### config.mk
export PLATFORM = sky130hd
export DESIGN_NAME = prio_intc
export DESIGN_NICKNAME = d
export VERILOG_FILES = /design/src/rtl/prio_intc.sv
export SDC_FILE = /design/constraint.sdc
export NUM_CORES = 1
export LEC_CHECK = 0
export ABC_AREA = 1
export BUFFER_PORTS_ARGS = -buffer_cell sky130_fd_sc_hd__clkbuf_2
export CORE_ASPECT_RATIO = 1.5
export CORE_MARGIN = 3
export CORE_UTILIZATION = 56
export DETAILED_ROUTE_END_ITERATION = 6
export PLACE_DENSITY = 0.78
export SLEW_MARGIN = 15
export SYNTH_ARGS = -nofsm -noshare
export SYNTH_HDL_FRONTEND = slang
export SYNTH_SLANG_ARGS = --single-unit
### constraint.sdc
create_clock -name clk -period 33.7 [get_ports clk]
set_clock_uncertainty 0.2 [all_clocks]
set_input_delay 5.055 -clock clk [delete_from_list [all_inputs] [get_ports clk]]
set_output_delay 5.055 -clock clk [all_outputs]
set_load 0.02 [all_outputs]
### src/rtl/prio_intc.sv
module prio_intc #(
  parameter int N_SW  = 4,
  parameter int N_HW  = 28,
  parameter int DEPTH = 16,
  localparam int NSRC = N_SW + N_HW,
  localparam int VW   = $clog2(NSRC + 1)
) (
  input  logic            clk,
  input  logic            rst_n,
  input  logic [N_HW-1:0] hw_irq_i,
  input  logic            reg_wr,
  input  logic            reg_rd,
  input  logic [8:0]      reg_addr,
  input  logic [31:0]     reg_wdata,
  output logic [31:0]     reg_rdata,
  output logic            irq_o,
  output logic [VW-1:0]   irq_vec_o
);
  localparam int CW = $clog2(DEPTH + 1);
  localparam int IW = (DEPTH > 1) ? $clog2(DEPTH) : 1;
  localparam logic [8:0] A_CUR = 9'h000, A_ACK = 9'h001, A_EOI = 9'h002,
                         A_STAT = 9'h003, A_SET = 9'h004, A_CLR = 9'h005;

  logic [3:0]      prio [NSRC];
  logic [3:0]      stack [DEPTH];
  logic [3:0]      cur_pri, lvl_q, best_pri, prio_rd;
  logic [N_SW-1:0] swf;
  logic [CW-1:0]   cnt;
  logic            uf_q, of_q, irq_q;
  logic [VW-1:0]   vec_q, best_vec;
  logic [NSRC-1:0] pend;
  logic [31:0]     rdata_q;
  logic            rd_en, prio_hit, ack_go, eoi_go, full, empty;
  logic [7:0]      idx;
  logic            unused_bits;

  assign unused_bits = ^reg_wdata;
  assign pend      = {hw_irq_i, swf};
  assign idx       = reg_addr[7:0];
  assign rd_en     = reg_rd && !reg_wr;
  assign prio_hit  = reg_addr[8] && (int'(idx) < NSRC);
  assign full      = (cnt == CW'(DEPTH));
  assign empty     = (cnt == '0);
  assign ack_go    = rd_en && (reg_addr == A_ACK) && irq_q && (lvl_q > cur_pri);
  assign eoi_go    = reg_wr && (reg_addr == A_EOI);
  assign reg_rdata = rdata_q;
  assign irq_o     = irq_q;
  assign irq_vec_o = vec_q;

  always_comb begin
    best_pri = '0;
    best_vec = VW'(NSRC);
    for (int i = 0; i < NSRC; i++)
      if (pend[i] && prio[i] > best_pri) begin
        best_pri = prio[i];
        best_vec = VW'(i);
      end
  end

  always_comb begin
    prio_rd = '0;
    for (int i = 0; i < NSRC; i++)
      if (idx == 8'(i)) prio_rd = prio[i];
  end

  always_ff @(posedge clk) begin
    if (!rst_n) begin
      for (int i = 0; i < NSRC; i++) prio[i] <= '0;
      swf <= '0;
    end else if (reg_wr) begin
      if (prio_hit)
        for (int i = 0; i < NSRC; i++)
          if (idx == 8'(i)) prio[i] <= reg_wdata[3:0];
      if (reg_addr == A_SET) swf <= swf | reg_wdata[N_SW-1:0];
      if (reg_addr == A_CLR) swf <= swf & ~reg_wdata[N_SW-1:0];
    end
  end

  always_ff @(posedge clk)
    if (ack_go && !full) stack[IW'(cnt)] <= cur_pri;

  always_ff @(posedge clk) begin
    if (!rst_n) begin
      cur_pri <= '0;
      cnt     <= '0;
      uf_q    <= 1'b0;
      of_q    <= 1'b0;
    end else begin
      if (reg_wr && reg_addr == A_CUR) cur_pri <= reg_wdata[3:0];
      else if (ack_go) begin
        cur_pri <= lvl_q;
        if (full) of_q <= 1'b1;
        else cnt <= cnt + CW'(1);
      end else if (eoi_go) begin
        if (empty) begin
          cur_pri <= '0;
          uf_q    <= 1'b1;
        end else begin
          cur_pri <= stack[IW'(cnt - CW'(1))];
          cnt     <= cnt - CW'(1);
        end
      end
      if (reg_wr && reg_addr == A_STAT) begin
        if (reg_wdata[0]) uf_q <= 1'b0;
        if (reg_wdata[1]) of_q <= 1'b0;
      end
    end
  end

  always_ff @(posedge clk) begin
    if (!rst_n) begin
      irq_q <= 1'b0;
      vec_q <= VW'(NSRC);
      lvl_q <= '0;
    end else begin
      irq_q <= best_pri > cur_pri;
      vec_q <= (best_pri > cur_pri) ? best_vec : VW'(NSRC);
      lvl_q <= best_pri;
    end
  end

  always_ff @(posedge clk) begin
    if (!rst_n) rdata_q <= '0;
    else begin
      rdata_q <= '0;
      if (rd_en) begin
        if (prio_hit) rdata_q <= 32'(prio_rd);
        else case (reg_addr)
          A_CUR:        rdata_q <= 32'(cur_pri);
          A_ACK:        rdata_q <= ack_go ? 32'(vec_q) : 32'(NSRC);
          A_STAT:       rdata_q <= {30'd0, of_q, uf_q};
          A_SET, A_CLR: rdata_q <= 32'(swf);
          default:      rdata_q <= '0;
        endcase
      end
    end
  end

  AST_VEC_RANGE: assert property (@(posedge clk) disable iff (!rst_n)
    irq_o |-> irq_vec_o < VW'(NSRC)) else $error("vector out of range");
  AST_ACK_RAISES: assert property (@(posedge clk) disable iff (!rst_n)
    ack_go && !reg_wr |=> cur_pri > $past(cur_pri)) else $error("ack did not raise level");
  AST_EOI_POP: assert property (@(posedge clk) disable iff (!rst_n)
    eoi_go && !empty |=> cnt == $past(cnt) - CW'(1)) else $error("pop lost count");
  AST_DEPTH_BOUND: assert property (@(posedge clk) disable iff (!rst_n)
    cnt <= CW'(DEPTH)) else $error("stack count overflow");
  AST_UF_STICKY: assert property (@(posedge clk) disable iff (!rst_n)
    uf_q && !(reg_wr && reg_addr == A_STAT && reg_wdata[0]) |=> uf_q) else $error("underflow bit lost");
  AST_FLAG_HOLD: assert property (@(posedge clk) disable iff (!rst_n)
    !(reg_wr && reg_addr == A_CLR) |=> (swf & $past(swf)) == $past(swf)) else $error("flag dropped");
endmodule

==> results.yml <==
synthesis:
  yosys-top-cells-area: "edfxtp_1 (35%), nand2_1 (8.4%), ha_1 (8.0%), inv_1 (7.3%), nand3_1 (4.9%)"
  synth_cell_types: 48
  synth_warnings: 0
  synth-seq-area-share: 0.389
  synth-seq-cells: 224
  synth_enable_flop_cells: 192
  synth_ff_type: "edfxtp_1"
  netlist_area_sq_um: 16500
  yosysTopAreaCellShare: 0.350
  syn_inst: 2051
  syn_avg_cell_area_sq_um: 8.02
  synth.largest_area_cell: "edfxtp_1"
  ys_async_sr_fraction: 0
timing:
  setup_viol: 0
  tightest_slew_ps: 918
  whs_ps: 295
  slew_headroom: 0.387
  period_share: 0.946
  max_freq_ghz: 0.0314
  finalCriticalPeriod_ps: 31900
  finalMaxSlewViolations: 0
  hold_violations: 0
grt:
  use_met1: 0.287
  grt_pass1_vias: 14700
  antenna_found_initial: 0
  use_met2: 0.526
  grt.busiest_layer: "met2"
  grtUsageTotal: 0.267
  grt_overflow: 0
  grt_max_degree: 48
  use_met3: 0.0252
  grt_pass1_wl_um: 69100
clock_tree:
  cts-root-buf: "clkbuf_16"
  cts_num_sinks: 224
  path_clk_slew_ps: 60
  numCtsBuffers: 24
  h-tree-depth: 1
  cts_tree: "done"
  clk_path_buf_depth: 3
  clk_latency_ps: 530
detailed_routing:
  vias: 15300
  drt_wl_total_um: 44700
  post_drt_via_cell_ratio: 5.58
  antenna_left: 0
  dr.pass1.iters: 6
  drt_iter0_markers: 1114
  wl_per_cell_um: 16.3
  drc: 0
setup_path:
  startpoint: "hw_irq_i[0]"
  cpPeakStageDelay_ps: 350
  arrival_ps: 32110
  cp.required_ps: 33910
  start_kind: "primary input"
  worstSetupPathType: "primary input to flop"
  crit_family: "simple AND/OR/NAND/NOR gates"
  worstSetupEndpointType: "flop"
  path_buf_inv: 35
  crit_path_top_delay_cell: "ha_1"
  r2r-start: "prio[0][0]"
  path_common_cell: "nand2_2"
  crit_fanout: 8
status:
  status: "completed"
worst_hold_path:
  hold_path.class: "flop to flop"
finish:
  most-common-layout-cells: "nand2_1 (331), inv_1 (317), buf_4 (236)"
  finalNetCount: 2510
  layout_commonest_cell: "nand2_1"
  fin_util: 0.690
  antenna_cells: 0
  syn_to_final_growth_pct: 20.8
  layout-drive-gt1-share: 0.263
die:
  die-area_sq_um: 31500
  rows: 76
  fp.dieW_um: 146
  die_h_um: 216
  core_area_sq_um: 28800
  pin_count: 112
  start_util: 0.571
placed_design:
  port_buffers: 57
  dp_hpwl_um: 33200
  place.gp.congestion: 0.927
job:
  max-cap-violations: 0
[final timing paths]
path | endpoint | slack, ps | cells past startpoint
max | irq_vec_o[5] | 1800 | 221
min | flop | 290 | 2
max reg2reg | irq_vec_o[5] | 2080 | 250
min reg2reg | flop | 290 | 2
[worst register-to-register path, delay by kind of cell (launching register included)]
kind | cells | cell delay, ps
compound gates | 57 | 7380
fa+ha+maj | 32 | 9510
buf+inv | 37 | 1940
flops | 1 | 410
simple gates | 124 | 12060
[cell families (layout without fill, tap and decap cells)]
logic type                 after synthesis  in the layout  synth area share
AOI/OAI and AO/OA                      339            339             0.125
other                                    1             26          0.000228
adders and majority gates              105            105            0.0798
buffers and inverters                  393            666             0.101
and+or+nand+nor                        984            985             0.302
DFF                                    224            224             0.389
xor gates and xnor gates                 5              5           0.00266
[per-layer routing]
metal	vias up	wire length (um)
li1	7397	-
met1	7154	16000
met2	580	24300
met3	147	2540
met4	0	1830
met5	-	0
[stage by stage]
stage / setup WS [ps] / instances / area, sq um / setup TNS (ps)
3_3_place_gp: 13.5 / 2636 / 18200 / 0
5_1_grt: -616 / 2740 / 19900 / -4010
2_1_floorplan: 1550 / 2076 / 16600 / 0
3_5_place_dp: -620 / 2636 / 18200 / -3580
4_1_cts: 44.3 / 2680 / 19100 / 0
6_report: 1800 / 2740 / 19900 / 0
[cell type report]
type	instances	area (sq um)
Clock buffer	34	712
Clock inverter	10	90.1
Fill cell	2209	8930
Inverter	327	1230
Multi-Input combinational cell	1460	8880
Sequential cell	224	6410
Tap cell	390	488
Timing Repair Buffer	295	2080
[registers in the layout, indices dropped and copies added, names as in the netlist, 4 cells and up, named ones only]
name       flops
stack         64
cur_pri        4
prio         128
irq_vec_o      6
cnt            5
reg_rdata      6
lvl_q          4
[synthesized netlist by cell type (5+ instances only)]
master / number
nand2_1: 369
inv_1: 321
nor2_1: 205
edfxtp_1: 192
nand3_1: 161
o21ai_0: 126
ha_1: 105
a21oi_1: 81
nand2_2: 70
o21bai_1: 56
nand3_2: 42
nand4_1: 34
dfxtp_1: 32
nand2_4: 29
nor2_2: 28
buf_4: 26
clkbuf_1: 25
nor2_4: 25
a221oi_1: 19
buf_6: 12
nor3_1: 10
o221ai_1: 10
o211ai_1: 9
a211oi_1: 6
a22oi_1: 6
o22ai_1: 5
[repair_timing]
action	in CTS	in global routing
gates resized for setup	17	145
setup buffers	0	59
cloned	0	1
endpoints found under the setup margin	7	11
pin swaps	6	167
hold buffers	0	0
Power is not shown: default switching activity piles up to over one toggle a cycle in this logic, so the estimate is an artifact.
